`src/rtl/pwm_ap_pkg.sv`:
```
package pwm_ap_pkg;
    localparam int NIB_W  = 4;
    localparam int DATA_W = 2 * NIB_W;
    localparam int SEL_W  = 3;

    function automatic logic [NIB_W-1:0] nib_reverse(input logic [NIB_W-1:0] v);
        logic [NIB_W-1:0] r;
        for (int b = 0; b < NIB_W; b++) r[b] = v[NIB_W-1-b];
        return r;
    endfunction
endpackage

```
`src/rtl/pwm_ap_prescale.sv`:
```
module pwm_ap_prescale
    import pwm_ap_pkg::*;
#(
    parameter int CNT_W = NIB_W
) (
    input  logic             clk,
    input  logic             rst_n,
    input  logic [SEL_W-1:0] sel,
    output logic             tick,
    output logic             restart
);
    typedef struct packed {
        logic [SEL_W-1:0] sel;
        logic [CNT_W-1:0] cnt;
    } ps_t;

    ps_t st_d, st_q;
    logic [CNT_W-1:0] lim;

    always_comb begin
        st_d    = st_q;
        restart = (sel != st_q.sel);
        if (st_q.sel >= SEL_W'(CNT_W)) lim = '1;
        else                           lim = CNT_W'((1 << st_q.sel) - 1);
        tick    = !restart && (st_q.cnt == lim);
        st_d.sel = sel;
        if (restart || tick) st_d.cnt = '0;
        else                 st_d.cnt = st_q.cnt + 1'b1;
    end

    always_ff @(posedge clk or negedge rst_n) begin
        if (!rst_n) st_q <= '0;
        else        st_q <= st_d;
    end

    // with a divisor above one, ticks never come back to back
    p_tick_spacing_r1: assert property (@(posedge clk) disable iff (!rst_n)
        (tick && st_q.sel != '0) |=> !tick);
endmodule

```
`src/rtl/pwm_ap_timebase.sv`:
```
module pwm_ap_timebase
    import pwm_ap_pkg::*;
(
    input  logic             clk,
    input  logic             rst_n,
    input  logic             tick,
    input  logic             restart,
    output logic [NIB_W-1:0] pos,
    output logic [NIB_W-1:0] idx,
    output logic             load
);
    typedef struct packed {
        logic [NIB_W-1:0] pos;
        logic [NIB_W-1:0] idx;
    } tb_t;

    tb_t st_d, st_q;

    always_comb begin
        st_d = st_q;
        load = restart || (tick && st_q.pos == '1 && st_q.idx == '1);
        if (restart) begin
            st_d.pos = '0;
            st_d.idx = '0;
        end else if (tick) begin
            st_d.pos = st_q.pos + 1'b1;
            if (st_q.pos == '1) st_d.idx = st_q.idx + 1'b1;
        end
    end

    always_ff @(posedge clk or negedge rst_n) begin
        if (!rst_n) st_q <= '0;
        else        st_q <= st_d;
    end

    assign pos = st_q.pos;
    assign idx = st_q.idx;

    // a prescaler change lands the counters on tick 0 of a period
    p_restart_zero_r2: assert property (@(posedge clk) disable iff (!rst_n)
        restart |=> (pos == '0 && idx == '0));
    // the pulse index advances once per completed basic pulse
    p_idx_step_r2: assert property (@(posedge clk) disable iff (!rst_n)
        (tick && !restart && pos == '1) |=> (idx == $past(idx) + 1'b1 && pos == '0));
endmodule

```
`src/rtl/pwm_ap_regs.sv`:
```
module pwm_ap_regs
    import pwm_ap_pkg::*;
#(
    parameter int NUM_CH = 16,
    parameter int ADDR_W = 5
) (
    input  logic                          clk,
    input  logic                          rst_n,
    input  logic                          wr_en,
    input  logic [ADDR_W-1:0]             wr_addr,
    input  logic [DATA_W-1:0]             wr_data,
    input  logic                          load,
    output logic [NUM_CH-1:0][DATA_W-1:0] cur_data,
    output logic [NUM_CH-1:0]             cur_pol
);
    localparam int POL_BYTES = NUM_CH / DATA_W;

    typedef struct packed {
        logic [NUM_CH-1:0][DATA_W-1:0] stg_data;
        logic [NUM_CH-1:0]             stg_pol;
        logic [NUM_CH-1:0][DATA_W-1:0] run_data;
        logic [NUM_CH-1:0]             run_pol;
    } rf_t;

    rf_t st_d, st_q;

    always_comb begin
        st_d = st_q;
        if (wr_en) begin
            for (int c = 0; c < NUM_CH; c++)
                if (wr_addr == ADDR_W'(c)) st_d.stg_data[c] = wr_data;
            for (int j = 0; j < POL_BYTES; j++)
                if (wr_addr == ADDR_W'(NUM_CH + j))
                    st_d.stg_pol[j*DATA_W +: DATA_W] = wr_data;
        end
        if (load) begin
            st_d.run_data = st_q.stg_data;
            st_d.run_pol  = st_q.stg_pol;
        end
    end

    always_ff @(posedge clk or negedge rst_n) begin
        if (!rst_n) st_q <= '0;
        else        st_q <= st_d;
    end

    assign cur_data = st_q.run_data;
    assign cur_pol  = st_q.run_pol;

    // running values only move at a period boundary or restart
    p_hold_midperiod_r6: assert property (@(posedge clk) disable iff (!rst_n)
        !load |=> ($stable(cur_data) && $stable(cur_pol)));
endmodule

```
`src/rtl/pwm_ap_channel.sv`:
```
module pwm_ap_channel
    import pwm_ap_pkg::*;
(
    input  logic              clk,
    input  logic              rst_n,
    input  logic [DATA_W-1:0] data,
    input  logic              pol,
    input  logic [NIB_W-1:0]  pos,
    input  logic [NIB_W-1:0]  idx,
    output logic              out
);
    typedef struct packed {
        logic out;
    } ch_t;

    ch_t st_d, st_q;
    logic [NIB_W-1:0] hi, lo;
    logic             ext, high;

    always_comb begin
        st_d = st_q;
        hi   = data[DATA_W-1:NIB_W];
        lo   = data[NIB_W-1:0];
        ext  = nib_reverse(idx) < lo;
        high = {1'b0, pos} < ({1'b0, hi} + (NIB_W+1)'(ext));
        st_d.out = high ^ pol;
    end

    always_ff @(posedge clk or negedge rst_n) begin
        if (!rst_n) st_q <= '0;
        else        st_q <= st_d;
    end

    assign out = st_q.out;

    // a zero setting keeps a direct channel low
    p_zero_low_r3: assert property (@(posedge clk) disable iff (!rst_n)
        (data == '0 && !pol) |=> !out);
    // the last tick of a period is never high on a direct channel
    p_no_full_r4: assert property (@(posedge clk) disable iff (!rst_n)
        (!pol && pos == '1 && idx == '1) |=> !out);
    // an inverted channel with a zero setting stays high
    p_invert_r7: assert property (@(posedge clk) disable iff (!rst_n)
        (data == '0 && pol) |=> out);
endmodule

```
`src/rtl/pwm_ap_top.sv`:
```
module pwm_ap_top
    import pwm_ap_pkg::*;
#(
    parameter int NUM_CH = 16,
    parameter int ADDR_W = $clog2(NUM_CH) + 1
) (
    input  logic              clk,
    input  logic              rst_n,
    input  logic [SEL_W-1:0]  presc_sel,
    input  logic              wr_en,
    input  logic [ADDR_W-1:0] wr_addr,
    input  logic [DATA_W-1:0] wr_data,
    output logic [NUM_CH-1:0] pwm_out
);
    logic                          tick, restart, load;
    logic [NIB_W-1:0]              pos, idx;
    logic [NUM_CH-1:0][DATA_W-1:0] cur_data;
    logic [NUM_CH-1:0]             cur_pol;

    pwm_ap_prescale #(.CNT_W(NIB_W)) u_prescale (
        .clk(clk), .rst_n(rst_n), .sel(presc_sel),
        .tick(tick), .restart(restart)
    );

    pwm_ap_timebase u_timebase (
        .clk(clk), .rst_n(rst_n), .tick(tick), .restart(restart),
        .pos(pos), .idx(idx), .load(load)
    );

    pwm_ap_regs #(.NUM_CH(NUM_CH), .ADDR_W(ADDR_W)) u_regs (
        .clk(clk), .rst_n(rst_n), .wr_en(wr_en), .wr_addr(wr_addr),
        .wr_data(wr_data), .load(load),
        .cur_data(cur_data), .cur_pol(cur_pol)
    );

    for (genvar g = 0; g < NUM_CH; g++) begin : g_ch
        pwm_ap_channel u_ch (
            .clk(clk), .rst_n(rst_n), .data(cur_data[g]), .pol(cur_pol[g]),
            .pos(pos), .idx(idx), .out(pwm_out[g])
        );
    end
endmodule

```
`config.mk`:
```
export PLATFORM = sky130hd
export DESIGN_NAME = pwm_ap_top
export DESIGN_NICKNAME = d
export VERILOG_FILES = /design/src/rtl/pwm_ap_pkg.sv /design/src/rtl/pwm_ap_prescale.sv /design/src/rtl/pwm_ap_timebase.sv /design/src/rtl/pwm_ap_regs.sv /design/src/rtl/pwm_ap_channel.sv /design/src/rtl/pwm_ap_top.sv
export SDC_FILE = /design/constraint.sdc
export NUM_CORES = 1
export LEC_CHECK = 0
export BUFFER_PORTS_ARGS = -buffer_cell sky130_fd_sc_hd__buf_2
export CORE_MARGIN = 4
export CORE_UTILIZATION = 48
export DETAILED_ROUTE_END_ITERATION = 10
export PLACE_DENSITY = 0.66
export SLEW_MARGIN = 25
export SYNTH_ARGS = -nofsm -noshare
export SYNTH_HDL_FRONTEND = slang
export SYNTH_SLANG_ARGS = --single-unit
```
`constraint.sdc`:
```
create_clock -name clk -period 2.9 [get_ports clk]
set_input_delay 0.435 -clock clk [delete_from_list [all_inputs] [get_ports clk]]
set_output_delay 0.435 -clock clk [all_outputs]
set_load 0.02 [all_outputs]
```
Yosys cells after proc, flatten, opt, wreduce, memory -nomap -nowiden
Cells that the tools add are included.
Word-level totals
  register bits after elaboration: 319
  latch bits: 0
  memory bits (writable): 0
  memory bits (read-only): 0
  input port bits: 19
  output and inout bits: 16
  logic and storage cells: 179
  memories kept: 0
Operators by class
  $add $sub $neg: 20
  multipliers: 0
  divide/modulo/power cells: 0
  magnitude comparators: 33
  equal/unequal tests: 21
  shift operators: 1
  muxes and demuxes: 5
  bitwise gates (word level): 16
  reduce and logical (&&, ||, !) cells: 28
Operator list (count)
  adder 4 x 1 -> 5 bit: 16
  less-than comparator 4 x 5 -> 1 bit: 16
  less-than comparator 4 bit: 16
  equality test 5 x 4 -> 1 bit, second input constant: 8
  AND reduction 2 bit: 19
  equality test 5 x 3 -> 1 bit, second input constant: 4
  two-way mux 8 bit: 2
  XOR 1 bit: 16
  adder 4 x 1 -> 4 bit, second input constant: 3
  two-way mux 4 bit: 3
  equality test 5 x 2 -> 1 bit, second input constant: 2
  equality test 5 bit, second input constant: 2
  equality test 4 bit, second input constant: 2
  equality test 5 x 1 -> 1 bit, second input constant: 1
  zero test 5 bit: 1
  equality test 4 bit: 1
  nonzero test 2 bit: 2
  left shift 1 x 3 -> 4 bit, first input constant: 1
  subtractor 4 x 2 -> 4 bit, second input constant: 1
  >= comparator 3 bit, second input constant: 1
  logical AND 1 bit: 3
  inequality test 3 bit: 1
  logical OR 1 bit: 2
  zero test 1 bit: 1

Logic depth before layout (Yosys ltp)
  depth in word-level cells: 8
  mapped depth: 13
  depth with buffers taken out: 12

By module
A second synthesis with hierarchy kept.
Unflattened totals
  cells, all modules: 1348
  area, all modules: 16926.2 sq um
Modules (own cells, without submodules)
  pwm_ap_regs: instances 1, cells each 776, area an instance 11893.9 sq um
  pwm_ap_channel: instances 16, cells each 31, area an instance 264.0 sq um
  pwm_ap_prescale: instances 1, cells each 40, area an instance 416.6 sq um
  pwm_ap_timebase: instances 1, cells each 36, area an instance 391.6 sq um

Least setup slack after synthesis
OpenSTA, ideal clock, no wires.
  path kind: reg-to-reg
  from: register u_timebase.st_q (netlist bit u_timebase.idx[2])
  to: register g_ch[0].u_ch.st_q
  arrival time: 2.628 ns
  slack: 0.132 ns
  stages on the path, launching flop included: 12
  buffers on the path: 0
  cell sequence: dfrtp_1 > ha_1 > a21o_1 > a21o_1 > a21oi_1 > ha_1 > ha_1 > inv_1 > ha_1 > a21o_1 > a2111oi_0 > a211oi_1
Between the ends
  word-level cells in the longest chain between the ends: 4
RTL lines
  start, declared: line pwm_ap_timebase.sv:17  | tb_t st_d, st_q;
  start signal, assigned: line pwm_ap_timebase.sv:33  | else st_q <= st_d;
  less-than comparator 4 bit: line pwm_ap_channel.sv:24  | ext = nib_reverse(idx) < lo;
  adder 4 x 1 -> 5 bit: line pwm_ap_channel.sv:25  | high = {1'b0, pos} < ({1'b0, hi} + (NIB_W+1)'(ext));
  less-than comparator 4 x 5 -> 1 bit: line pwm_ap_channel.sv:25
  XOR 1 bit: line pwm_ap_channel.sv:26  | st_d.out = high ^ pol;
  named net g_ch[0].u_ch.st_d: line pwm_ap_channel.sv:16  | ch_t st_d, st_q;
  end signal, assigned: line pwm_ap_channel.sv:31  | else st_q <= st_d;
  end, declared: line pwm_ap_channel.sv:16
The timed path passes the listed nets, and every way through them passes these cells.
A chain may end at the register's enable or synchronous reset.

Worst setup path in the final report
  from: register u_timebase.st_q (netlist bit u_timebase.idx[2])
  to: register g_ch[8].u_ch.st_q
Between the ends
  word-level cells in the longest chain between the ends: 4
RTL lines (line)
  less-than comparator 4 bit: pwm_ap_channel.sv:24
  adder 4 x 1 -> 5 bit: pwm_ap_channel.sv:25
  less-than comparator 4 x 5 -> 1 bit: pwm_ap_channel.sv:25
  XOR 1 bit: pwm_ap_channel.sv:26
  named net g_ch[8].u_ch.st_d: pwm_ap_channel.sv:16
  end signal, assigned: pwm_ap_channel.sv:31
  end, declared: pwm_ap_channel.sv:16
The timed path passes the listed nets, and every way through them passes these cells.

==> out/metrics.yaml <==
status:
  outcome: "complete, no violations"
timing:
  setup_viol: 0
  period_needed_ns: 2.88
  rsz0062_at_grt: "yes"
  timing.final.crit_share: 0.994
  fin_ws_ns: 0.0188
  fmax_ghz: 0.347
  slew_viol_final: 0
  relSlewSlack: 0.504
  hold_viol: 0
  clock_skew_ns: 0.0135
  worst_pin_slew_ns: 0.741
drt:
  drtAntennaViolNets: 0
  dr.pass1.iters: 4
  drt_iter0_drc: 442
  routed_wl_mm: 32.9
  route.detailed.drc: 0
  wl_per_cell_um: 18.9
  num_vias: 9598
  via_per_inst: 5.51
synthesis:
  synthCells: 1232
  synth-edff-count: 0
  synth_top_area_frac: 0.495
  synth_warnings: 0
  yosys.area.top_type: "dfrtp_1"
  yosys.area_share.adder: 0.102
  synthTopCellsByArea: "dfrtp_1 49%, mux2_2 16%, ha_1 10%, mux2_4 5.6%, a21o_1 3.0%"
  ys_ff_latch: 319
  synthArstFlopShare: 1.00
  synth_xor_area_frac: 0.0206
  synth_area_um2: 16100
  syn-num-nets: 1382
  synth_compound_area_frac: 0.0683
  synth_top_family_by_area: "multiplexers"
  synthMuxAreaShare: 0.216
  yosys.area_share.simple: 0.0604
  seq_area_frac_synth: 0.495
  synth_cell_types: 44
  ys.flop_type: "dfrtp_1"
  synth_area_per_cell_um2: 13.1
global_routing:
  grt_overflow: 0
  grt_usage: 0.184
  grt_max_degree: 78
  grt_pass1_wl_mm: 53.7
  grt_antenna_before_repair: 1
  grt_pass1_vias: 9924
cells_and_area:
  fill_cells: 2777
  final_common_cell: "dfrtp_1"
  final_cell_mix: "319 x dfrtp_1, 228 x mux2_2, 119 x ha_1, 81 x inv_1, 64 x a21o_1"
  diodes: 0
  final_cell_area_um2: 18300
  drive_above_1_share: 0.344
  regArea_um2: 7980
  multi_input_area_um2: 7800
  instances_no_fill: 1741
  fin_nets: 1431
  syn2layout_area_growth_pct: 13.5
place:
  placed_cells: 1684
  placed_cell_area_um2: 16900
  place_ws_ns: -0.0444
  port_buffers: 34
  gp_congestion: 0.756
  hpwl_mm: 20.2
setup_path:
  cp_max_fo: 16
  setup.worst_path.class: "reg2reg"
  end_kind: "register"
  worstPathCellList: "buf_12 -> ha_1 -> a21o_1 -> a21o_1 -> a21oi_2 -> ha_2 -> ha_1 -> inv_1 -> ha_1 -> a21o_1 -> a2111oi_4 -> a211oi_1"
  cpPeakStageDelay_ns: 0.40
  cp_slowest_cell: "dfrtp_1"
  worstPathArrival_ns: 3.25
  required_ns: 3.27
  crit_path_start_kind: "register"
floorplan:
  start_util: 0.491
  ioPinCount: 35
  rows: 66
  core_um2: 32900
  chipHeight_um: 191
  die_w_um: 191
  dieArea_um2: 36600
clock_tree:
  cts_num_sinks: 319
  cts-root-buf: "clkbuf_16"
  clock_path_buffers: 3
  cts_buffers: 36
  cts_tree: "built"
  cts_setup_buffers: 0
  clock_latency_ns: 0.50
  cts_htree_levels: 2
  clk_pin_slew_ns: 0.06
pwr:
  power_leakage_nw: 8.78
  ir_drop_mv: 0.379
  power_density_nw_per_um2: 742
min_path:
  hold_class: "in2reg"
run:
  drv_cap: 0
cells by family after synthesis:
group	after synthesis
buffers and inverters	133
XOR/XNOR	38
AND/OR/NAND/NOR	173
multiplexers	289
AO/OA/AOI/OAI	149
adder cells (fa/ha/maj)	131
flip-flops	319
flip-flops by register name, summed over array words and instances, names as in the netlist:
signal	cells
u_regs.st_q	144
u_regs.cur_data	128
g_ch.u_ch.out	16
u_regs.cur_pol	16
u_prescale.st_q	7
u_timebase.idx	4
u_timebase.pos	4
power breakdown:
group          internal (mW)  switching [mW]  total, mW
clock                   2.60            1.72       4.32
combinational           1.82            1.49       3.31
sequential              5.41           0.553       5.96
final timing paths:
check,slack (ns),endpoint,startpoint,cells past startpoint
max,0.02,g_ch[8].u_ch.out$_DFF_PN0_,u_timebase.idx[2]$_DFFE_PN0P_,12
min,0.07,u_prescale.st_q[5]$_DFF_PN0_,presc_sel[1],1
max reg2reg,0.02,g_ch[8].u_ch.out$_DFF_PN0_,u_timebase.idx[2]$_DFFE_PN0P_,12
min reg2reg,0.50,u_regs.cur_data[82]$_DFFE_PN0P_,u_regs.st_q[242]$_DFFE_PN0P_,1
max in group asynchronous,1.53,u_regs.cur_data[30]$_DFFE_PN0P_,rst_n,3
min in group asynchronous,0.52,u_prescale.st_q[4]$_DFF_PN0_,rst_n,2
layer usage:
metal,vias up,part of all wire,global-route usage
met4,0,0.019,0.0417
met3,49,0.029,0.0243
met5,-,0,0
met2,98,0.48,0.306
met1,4931,0.47,0.259
li1,4520,-,-
timing repair:
| item | in CTS | in global routing |
|---|---|---|
| pin swaps | 0 | 10 |
| endpoints found under the hold margin | 69 | 0 |
| resized for setup | 3 | 56 |
| hold buffers | 1 | 0 |
| endpoints found under the setup margin | 2 | 14 |
final cells by class:
type | instances | share of cell area
clock buffer | 51 | 0.0578
tap | 442 | 0.0302
sequential | 319 | 0.436
clock inverter | 5 | 0.00273
timing repair buffer | 63 | 0.0308
inverter | 81 | 0.0166
multi-input combinational | 780 | 0.426
through the flow:
stage | TNS [ns] | total power, mW | utilization | hold WS [ns]
6_report | 0 | 13.6 | 0.557 | 0.0722
5_1_grt | -0.287 | 14.4 | 0.557 | 0.0518
3_3_place_gp | 0 | 8.97 | 0.515 | 0.476
2_1_floorplan | 0 | 8.44 | - | 0.139
3_5_place_dp | -0.0444 | 9.12 | 0.515 | 0.476
4_1_cts | 0 | 13.5 | 0.549 | 0.0447
critical path, delay by kind of cell, from the launching register on:
kind,cells,cell delay (ns)
AO/OA/AOI/OAI,6,1.19
adder cells (fa/ha/maj),4,0.93
buffers and inverters,2,0.24
flip-flops,1,0.40
Yosys cell counts (3+ instances only):
library cell	n
a21oi_1	23
a2111oi_0	11
nand2b_1	39
nor3_1	5
nand4_1	3
clkbuf_1	19
o21ai_0	4
nand3_1	59
buf_2	9
mux2_4	60
dfrtp_1	319
a21o_1	64
xnor2_1	17
or4_1	4
buf_6	7
or3_1	13
inv_1	81
a211oi_1	21
o221ai_1	5
buf_4	16
ha_1	131
and3_1	16
nor2b_1	4
mux2_2	228
o31ai_1	4
o211ai_1	12
nor2_1	8
xor2_1	21
nand2_1	14
Note: power is estimated with default switching activity, not from simulation.
